**config.mk**
```make
export PLATFORM = sky130hd
export DESIGN_NAME = irq_nest_tracker
export DESIGN_NICKNAME = d
export VERILOG_FILES = /design/src/rtl/ant_pkg.sv /design/src/rtl/ant_link_store.sv /design/src/rtl/ant_chain_walk.sv /design/src/rtl/ant_repend.sv /design/src/rtl/irq_nest_tracker.sv
export SDC_FILE = /design/constraint.sdc
export NUM_CORES = 2
export LEC_CHECK = 0
export BUFFER_PORTS_ARGS = -buffer_cell sky130_fd_sc_hd__buf_2
export CORE_ASPECT_RATIO = 1.25
export CORE_MARGIN = 5
export CORE_UTILIZATION = 45
export DETAILED_ROUTE_END_ITERATION = 8
export GPL_TIMING_DRIVEN = 0
export PLACE_DENSITY = 0.7
export SYNTH_ARGS = -nofsm -noshare
export SYNTH_HDL_FRONTEND = slang
export SYNTH_SLANG_ARGS = --single-unit
export TNS_END_PERCENT = 30
```
**constraint.sdc**
```tcl
create_clock -name clk -period 10.35 [get_ports clk]
set_input_delay 0.5175 -clock clk [delete_from_list [all_inputs] [get_ports clk]]
set_output_delay 0.5175 -clock clk [all_outputs]
set_load 0.005 [all_outputs]
```
**src/rtl/ant_pkg.sv**
```systemverilog
package ant_pkg;
    localparam int ID_W   = 10;
    localparam int PRIO_W = 8;
    localparam int RP_W   = PRIO_W + 1;

    typedef logic [ID_W-1:0]   id_t;
    typedef logic [PRIO_W-1:0] prio_t;
    typedef logic [RP_W-1:0]   rprio_t;

    // spurious / "none" identifier and the idle running priority
    localparam id_t    NONE_ID = '1;
    localparam rprio_t RP_NONE = rprio_t'(1) << PRIO_W;

    typedef enum logic {WS_IDLE, WS_SCAN} walk_st_e;
endpackage

```
**src/rtl/ant_link_store.sv**
```systemverilog
// Per-source back-link and captured priority storage.
module ant_link_store
    import ant_pkg::*;
#(
    parameter int NUM_SRC = 64,
    localparam int IDX_W  = (NUM_SRC > 1) ? $clog2(NUM_SRC) : 1,
    localparam int DEPTH  = 1 << IDX_W
) (
    input  logic             clk,
    input  logic             rst_n,
    input  logic             we,
    input  logic             we_pri,
    input  logic [IDX_W-1:0] wa,
    input  id_t              wlink,
    input  prio_t            wpri,
    input  logic [IDX_W-1:0] ra0,
    input  logic [IDX_W-1:0] ra1,
    input  logic [IDX_W-1:0] rap,
    output id_t              rlink0,
    output id_t              rlink1,
    output prio_t            rpri
);
    id_t   link_q [DEPTH];
    prio_t pri_q  [DEPTH];

    always_ff @(posedge clk or negedge rst_n) begin
        if (!rst_n) begin
            for (int i = 0; i < DEPTH; i++) begin
                link_q[i] <= NONE_ID;
                pri_q[i]  <= '0;
            end
        end else if (we) begin
            link_q[wa] <= wlink;
            if (we_pri) pri_q[wa] <= wpri;
        end
    end

    assign rlink0 = link_q[ra0];
    assign rlink1 = link_q[ra1];
    assign rpri   = pri_q[rap];
endmodule

```
**src/rtl/ant_chain_walk.sv**
```systemverilog
// Multi-cycle search that unlinks a completed interrupt from inside the chain.
module ant_chain_walk
    import ant_pkg::*;
#(
    parameter int NUM_SRC = 64,
    localparam int IDX_W  = (NUM_SRC > 1) ? $clog2(NUM_SRC) : 1,
    localparam int SW     = $clog2(NUM_SRC + 1)
) (
    input  logic             clk,
    input  logic             rst_n,
    input  logic             start,
    input  logic [IDX_W-1:0] start_cur,
    input  logic [IDX_W-1:0] start_tgt,
    input  id_t              cur_link,
    input  id_t              tgt_link,
    output logic             busy,
    output logic [IDX_W-1:0] cur_addr,
    output logic [IDX_W-1:0] tgt_addr,
    output logic             wr_en,
    output logic [IDX_W-1:0] wr_addr,
    output id_t              wr_link
);
    localparam logic [SW-1:0] LAST_STEP = SW'(NUM_SRC - 1);

    typedef struct packed {
        walk_st_e         st;
        logic [IDX_W-1:0] cur;
        logic [IDX_W-1:0] tgt;
        logic [SW-1:0]    steps;
    } wst_t;

    wst_t q, d;

    always_comb begin
        d       = q;
        wr_en   = 1'b0;
        wr_addr = q.cur;
        wr_link = tgt_link;
        case (q.st)
            WS_IDLE: begin
                if (start) begin
                    d.st    = WS_SCAN;
                    d.cur   = start_cur;
                    d.tgt   = start_tgt;
                    d.steps = '0;
                end
            end
            WS_SCAN: begin
                if (cur_link == NONE_ID) begin
                    d.st = WS_IDLE;                     // end of chain, not found
                end else if (cur_link == id_t'(q.tgt)) begin
                    wr_en = 1'b1;                       // splice around target
                    d.st  = WS_IDLE;
                end else if (q.steps == LAST_STEP) begin
                    d.st = WS_IDLE;                     // bounded walk
                end else begin
                    d.cur   = cur_link[IDX_W-1:0];
                    d.steps = q.steps + 1'b1;
                end
            end
            default: d.st = WS_IDLE;
        endcase
    end

    always_ff @(posedge clk or negedge rst_n) begin
        if (!rst_n) begin
            q.st    <= WS_IDLE;
            q.cur   <= '0;
            q.tgt   <= '0;
            q.steps <= '0;
        end else begin
            q <= d;
        end
    end

    assign busy     = (q.st == WS_SCAN);
    assign cur_addr = q.cur;
    assign tgt_addr = q.tgt;

    p_walk_bound_r7: assert property (@(posedge clk) disable iff (!rst_n)
        busy |-> (q.steps < SW'(NUM_SRC)));
    p_walk_start_r8: assert property (@(posedge clk) disable iff (!rst_n)
        start |-> !busy);
endmodule

```
**src/rtl/ant_repend.sv**
```systemverilog
// Re-pend decision for level-sensitive sources still asserted at completion.
module ant_repend
    import ant_pkg::*;
#(
    parameter int NUM_SRC = 64,
    localparam int IDX_W  = (NUM_SRC > 1) ? $clog2(NUM_SRC) : 1
) (
    input  logic               clk,
    input  logic               rst_n,
    input  logic               take,
    input  id_t                cid,
    input  logic [NUM_SRC-1:0] src_line,
    input  logic [NUM_SRC-1:0] src_edge,
    input  logic [NUM_SRC-1:0] src_en,
    input  logic [NUM_SRC-1:0] src_tgt,
    output logic               rp_vld,
    output id_t                rp_id
);
    typedef struct packed {
        logic vld;
        id_t  id;
    } rp_t;

    rp_t q, d;
    logic [IDX_W-1:0] idx;

    always_comb begin
        idx   = cid[IDX_W-1:0];
        d     = q;
        d.vld = take && !src_edge[idx] && src_en[idx] && src_tgt[idx] && src_line[idx];
        if (d.vld) d.id = cid;
    end

    always_ff @(posedge clk or negedge rst_n) begin
        if (!rst_n) begin
            q.vld <= 1'b0;
            q.id  <= NONE_ID;
        end else begin
            q <= d;
        end
    end

    assign rp_vld = q.vld;
    assign rp_id  = q.id;

    p_rp_range_r9: assert property (@(posedge clk) disable iff (!rst_n)
        rp_vld |-> (rp_id < id_t'(NUM_SRC)));
endmodule

```
**src/rtl/irq_nest_tracker.sv**
```systemverilog
module irq_nest_tracker
    import ant_pkg::*;
#(
    parameter int NUM_SRC = 64
) (
    input  logic               clk,
    input  logic               rst_n,
    input  logic [9:0]         hp_id,
    input  logic [7:0]         hp_prio,
    input  logic               ack_req,
    input  logic               eoi_req,
    input  logic [9:0]         eoi_id,
    input  logic [NUM_SRC-1:0] src_line,
    input  logic [NUM_SRC-1:0] src_edge,
    input  logic [NUM_SRC-1:0] src_en,
    input  logic [NUM_SRC-1:0] src_tgt,
    output logic               ack_vld,
    output logic [9:0]         ack_id,
    output logic               pclr_vld,
    output logic [9:0]         pclr_id,
    output logic [9:0]         run_id,
    output logic [8:0]         run_prio,
    output logic               busy,
    output logic               rp_vld,
    output logic [9:0]         rp_id
);
    localparam int IDX_W = (NUM_SRC > 1) ? $clog2(NUM_SRC) : 1;

    typedef struct packed {
        id_t    run_id;
        rprio_t run_prio;
        logic   ack_vld;
        id_t    ack_id;
        logic   pclr_vld;
        id_t    pclr_id;
    } trk_t;

    trk_t q, d;

    // request qualification
    logic eoi_take, ack_take, eoi_ok, eoi_run, walk_start, ack_ok;
    // storage and walker wiring
    logic             walk_busy, walk_we;
    logic [IDX_W-1:0] walk_cur, walk_tgt, walk_wa;
    id_t              walk_wl;
    logic             st_we, st_wpri;
    logic [IDX_W-1:0] st_wa, st_ra0;
    id_t              st_wl, rd_link0, rd_link1;
    prio_t            rd_pri;

    always_comb begin
        eoi_take   = eoi_req && !walk_busy;
        ack_take   = ack_req && !walk_busy && !eoi_req;
        eoi_ok     = eoi_take && (eoi_id < id_t'(NUM_SRC)) && (q.run_id != NONE_ID);
        eoi_run    = eoi_ok && (eoi_id == q.run_id);
        walk_start = eoi_ok && !eoi_run;
        ack_ok     = ack_take && (hp_id != NONE_ID) && (hp_id < id_t'(NUM_SRC))
                     && ({1'b0, hp_prio} < q.run_prio);

        d          = q;
        d.ack_vld  = 1'b0;
        d.pclr_vld = 1'b0;
        if (eoi_run) begin
            d.run_id   = rd_link0;
            d.run_prio = (rd_link0 == NONE_ID) ? RP_NONE : {1'b0, rd_pri};
        end else if (ack_take) begin
            d.ack_vld = 1'b1;
            if (ack_ok) begin
                d.ack_id   = hp_id;
                d.pclr_vld = 1'b1;
                d.pclr_id  = hp_id;
                d.run_id   = hp_id;
                d.run_prio = {1'b0, hp_prio};
            end else begin
                d.ack_id = NONE_ID;
            end
        end

        // storage port muxing: walker and acknowledge never write together
        st_we   = walk_we || ack_ok;
        st_wpri = !walk_we;
        st_wa   = walk_we ? walk_wa : hp_id[IDX_W-1:0];
        st_wl   = walk_we ? walk_wl : q.run_id;
        st_ra0  = walk_busy ? walk_cur : q.run_id[IDX_W-1:0];
    end

    always_ff @(posedge clk or negedge rst_n) begin
        if (!rst_n) begin
            q.run_id   <= NONE_ID;
            q.run_prio <= RP_NONE;
            q.ack_vld  <= 1'b0;
            q.ack_id   <= NONE_ID;
            q.pclr_vld <= 1'b0;
            q.pclr_id  <= NONE_ID;
        end else begin
            q <= d;
        end
    end

    ant_link_store #(.NUM_SRC(NUM_SRC)) u_store (
        .clk    (clk),
        .rst_n  (rst_n),
        .we     (st_we),
        .we_pri (st_wpri),
        .wa     (st_wa),
        .wlink  (st_wl),
        .wpri   (hp_prio),
        .ra0    (st_ra0),
        .ra1    (walk_tgt),
        .rap    (rd_link0[IDX_W-1:0]),
        .rlink0 (rd_link0),
        .rlink1 (rd_link1),
        .rpri   (rd_pri)
    );

    ant_chain_walk #(.NUM_SRC(NUM_SRC)) u_walk (
        .clk       (clk),
        .rst_n     (rst_n),
        .start     (walk_start),
        .start_cur (q.run_id[IDX_W-1:0]),
        .start_tgt (eoi_id[IDX_W-1:0]),
        .cur_link  (rd_link0),
        .tgt_link  (rd_link1),
        .busy      (walk_busy),
        .cur_addr  (walk_cur),
        .tgt_addr  (walk_tgt),
        .wr_en     (walk_we),
        .wr_addr   (walk_wa),
        .wr_link   (walk_wl)
    );

    ant_repend #(.NUM_SRC(NUM_SRC)) u_repend (
        .clk      (clk),
        .rst_n    (rst_n),
        .take     (eoi_ok),
        .cid      (eoi_id),
        .src_line (src_line),
        .src_edge (src_edge),
        .src_en   (src_en),
        .src_tgt  (src_tgt),
        .rp_vld   (rp_vld),
        .rp_id    (rp_id)
    );

    assign ack_vld  = q.ack_vld;
    assign ack_id   = q.ack_id;
    assign pclr_vld = q.pclr_vld;
    assign pclr_id  = q.pclr_id;
    assign run_id   = q.run_id;
    assign run_prio = q.run_prio;
    assign busy     = walk_busy;

    p_fail_noclear_r1: assert property (@(posedge clk) disable iff (!rst_n)
        (ack_vld && ack_id == NONE_ID) |-> !pclr_vld);
    p_pclr_match_r2: assert property (@(posedge clk) disable iff (!rst_n)
        pclr_vld |-> (ack_vld && pclr_id == ack_id && run_id == ack_id));
    p_preempt_r2: assert property (@(posedge clk) disable iff (!rst_n)
        (ack_vld && ack_id != NONE_ID) |-> (run_prio < $past(run_prio)));
    p_idle_prio_r3: assert property (@(posedge clk) disable iff (!rst_n)
        (run_id == NONE_ID) == (run_prio == RP_NONE));
    p_eoi_range_r4: assert property (@(posedge clk) disable iff (!rst_n)
        (eoi_req && !busy && eoi_id >= id_t'(NUM_SRC)) |=>
        (run_id == $past(run_id) && !busy && !rp_vld));
    p_eoi_idle_r5: assert property (@(posedge clk) disable iff (!rst_n)
        (eoi_req && !busy && run_id == NONE_ID) |=>
        (run_id == NONE_ID && !busy && !rp_vld));
    p_walk_keep_r7: assert property (@(posedge clk) disable iff (!rst_n)
        busy |=> (run_id == $past(run_id)));
    p_stall_r8: assert property (@(posedge clk) disable iff (!rst_n)
        busy |=> !ack_vld);
    p_eoi_first_r10: assert property (@(posedge clk) disable iff (!rst_n)
        (eoi_req && ack_req && !busy) |=> !ack_vld);
endmodule

```
==> impl_metrics.csv <==
group,metric,value,unit
run_status,outcome,"complete, but fails checks",
run_status,violations,"capacitance limit, slew limit",
power,swShare,0.4699,
power,comb_power_share,0.475,
logic_synthesis,synth_top_area_frac,0.2590,
drt,viasPerCell,7.062,
timing,slew_headroom,-0.1506,
global_route,grt_pass1_vias,57910,
clock_network,cts_buffer_depth,3,
place,dp_hpwl,252000,um
drt,via_count,59460,
global_route,grt.total_usage,0.4295,
drt,drtPass1Iterations,9,
logic_synthesis,synth_area,69080,um^2
place,dpl_worst_slack,1672,ps
clock_network,h-tree-depth,4,
clock_network,cts_buffers,136,
die,coreArea,152300,um^2
logic_synthesis,synth_cell_type_count,83,
power,power.density,239.9,nW/um^2
logic_synthesis,synth.net_count,6014,
global_route,grt_antenna_before_repair,52,
place,dpl_cell_area,74080,um^2
power,ir_drop,0.2176,mV
drt,ant_nets,0,
timing,fin_tns_setup,0,ps
die,die_w,360.5,um
clock_network,postCtsSetupRepairBufs,0,
finish,instances_no_fill,8420,
timing,worst_slack,518.3,ps
finish,nets,6535,
clock_network,cts.sinks,1224,
worst_setup_path,cp_max_fo,10,
place,gp_congestion,1.102,
timing,drv_slew,375,
timing,layout_min_cycle_time,9832,ps
timing,grt_setup_unrepaired,"no",
clock_network,cts_tree,"yes",
timing,hold_violations,0,
logic_synthesis,synth_area_leaders,"dfstp_2 (26%), dfrtp_1 (20%), mux2_2 (19%)",
drt,drc,0,
clock_network,clock-root-buffer,"clkbuf_16",
worst_setup_path,start_kind,"flop",
timing,min_period_over_period,0.9499,
timing,fmax,0.1017,GHz
global_route,grt-ovfl-total,0,
logic_synthesis,synth-edff-count,0,
power,seqPwrFrac,0.263,
finish,finish.utilization,0.5173,
worst_setup_path,worst_setup_path_end_kind,"flop",
logic_synthesis,yosysSeqAreaShare,0.4557,
timing,hold_ws,42.70,ps
logic_synthesis,ys_seq_elements,1224,
clock_network,cts_resized,0,
run,timing.max_cap.violations,36,
worst_setup_path,arrival,10590,ps
clock_network,clock_latency,850,ps
logic_synthesis,ys.flop_type,"dfstp_2",
worst_setup_path,worst_ep_required_time,11110,ps
power,power_leakage,31.94,nW
finish,layout-drive-gt1-share,0.4641,
worst_hold_path,hold_class,"primary input to flop",
logic_synthesis,syn_area_per_cell,12.08,um^2
timing,skew,40.74,ps
timing,worst_pin_slew,1726,ps
power,pwr-share-clk,0.262,
die,initial_core_util,0.4535,
die,die-area,161500,um^2
die,dieHeight,448.1,um
place,place_inst,8116,
power,p_int,10.02,mW
drt,dr.first_iter.drc_count,9347,
drt,routedWlPerCell,42.00,um
die,io-pin-count,341,
place,port_buffers,338,
drt,wl,353700,um
finish,stdcell_area,78810,um^2
clock_network,path_clk_slew,60,ps
die,row_count,160,
clock_network,cts_hold_buf,1,
worst_setup_path,path_class,"flop to flop",
logic_synthesis,yosysWarnings,0,
timing,finalSetupViolCount,0,
global_route,grt_pass1_wl,481300,um
logic_synthesis,syn_inst,5718,
logic_synthesis,yosys.area.top_type,"dfstp_2",
logic_synthesis,async_flop_share,1.000,
power,power,18.90,mW
finish,area_delta_synth_final,14.08,%
power,p_switching,8.883,mW
global_route,grt_max_degree,174,
-- per-layer routing --
metal | vias to the layer above | share of wire | track usage
met4 | 16 | 0.12 | 0.3858
met3 | 1829 | 0.12 | 0.1606
li1 | 22630 | - | -
met1 | 30170 | 0.34 | 0.4812
met5 | - | 0.00034 | 0.001188
met2 | 4815 | 0.43 | 0.6396
-- cell usage after synthesis (all sizes together), types with 7 or more instances --
cell and count:
dfrtp 543, nand4 20, o32ai 28, inv 26, nor4 30, o41ai 11, mux2 1172, nand3 34
mux2i 317, a31oi 22, and2 11, o21ai 219, xor2 10, nor3 71, nand2b 215, nand4b 56
ha 8, a221o 8, clkbuf 305, o31ai 8, buf 172, dfstp 681, a221oi 42, a21o 7
mux4 226, nor2 444, a21oi 202, nor2b 34, o22ai 278, a22oi 180, nand2 160, o211ai 25
a22o 51, or3 14, and3 19
-- logic make-up after synthesis --
logic type / synth area share
AND/OR/NAND/NOR: 0.08237
multiplexers: 0.3106
AO/OA/AOI/OAI: 0.1182
adder cells (fa/ha/maj): 0.001449
flip-flops: 0.4557
buffers and inverters: 0.02996
XOR/XNOR: 0.001648
-- placed cells by master (no fill, tap or decap), types with 26 or more instances in the layout --
cell type     n
mux2i_1     317
o32ai_4      26
nor2_1      444
dfstp_2     681
nor3_1       66
o21ai_0     189
clkbuf_1    318
diode_2      51
clkbuf_16   138
nand2b_1    215
dfrtp_1     543
mux2_2     1172
nand3_1      33
nor2b_1      34
mux4_2      226
o22ai_1     263
nand4b_1     55
buf_2       441
nand2_1     159
a22o_1       51
a21oi_1     189
a22oi_1     180
a221oi_1     42
buf_1        53
-- power groups by stage --
stage               Clock (mW)  Sequential [mW]  Combinational, mW
floorplan                    0             5.00               4.46
CTS                       4.95             4.97               8.34
global route              5.15             4.98               8.86
global placement             0             5.03               8.23
detailed placement           0             5.04               8.31
finish                    4.95             4.98               8.98
-- area by class of cell --
| class | instances | area (um^2) |
|---|---|---|
| multi-input cells | 3989 | 35730 |
| repair buffers | 383 | 2409 |
| well taps | 2025 | 2534 |
| inverters | 28 | 105.1 |
| flip-flops and latches | 1224 | 31480 |
| clock inverters | 46 | 494.2 |
| clock buffers | 197 | 3925 |
| diodes | 51 | 127.6 |
| fillers | 13420 | 73530 |
| plain buffers | 477 | 2012 |
-- path summary, 6_finish.rpt --
| path | startpoint | endpoint | slack (ps) | depth (start not counted) |
|---|---|---|---|---|
| setup / recovery | u_walk.cur_addr[0]$_DFFE_PN0P_ | u_store.link_q[355]$_DFFE_PN1P_ | 520 | 18 |
| hold / removal | eoi_id[4] | u_walk.tgt_addr[4]$_DFFE_PN0P_ | 40 | 3 |
| setup reg to reg | u_walk.cur_addr[0]$_DFFE_PN0P_ | u_store.link_q[355]$_DFFE_PN1P_ | 520 | 18 |
| hold reg to reg | pclr_id[3]$_DFFE_PN1P_ | pclr_id[3]$_DFFE_PN1P_ | 460 | 2 |
| max in group asynchronous | rst_n | u_store.pri_q[3]$_DFFE_PN0P_ | 7990 | 4 |
| min in group asynchronous | rst_n | u_walk.tgt_addr[5]$_DFFE_PN0P_ | 320 | 2 |
-- worst max-delay path, cell delays in order, from the launching register on --
cell	delay (ps)
dfrtp_1	550
clkbuf_1	450
buf_2	340
mux2_2	390
buf_1	1160
buf_1	1220
a21oi_1	50
o21ai_0	860
nand4_1	240
nor3_1	1170
a22oi_1	270
o2111ai_1	220
and4b_1	240
buf_6	150
nand2_8	150
buf_4	350
mux2_2	540
clkbuf_1	1000
mux2_2	340
-- flip-flops by register name (all words and copies together), names as in the netlist --
| name | count |
|---|---|
| run_prio | 9 |
| u_repend.rp_id | 10 |
| ack_id | 10 |
| u_repend.rp_vld | 1 |
| ack_vld | 1 |
| u_walk.cur_addr | 6 |
| u_store.link_q | 640 |
| u_walk.tgt_addr | 6 |
| pclr_id | 10 |
| u_store.pri_q | 512 |
| pclr_vld | 1 |
| u_walk.q | 7 |
| u_walk.busy | 1 |
| run_id | 10 |
(Power assumes the default switching activity.)
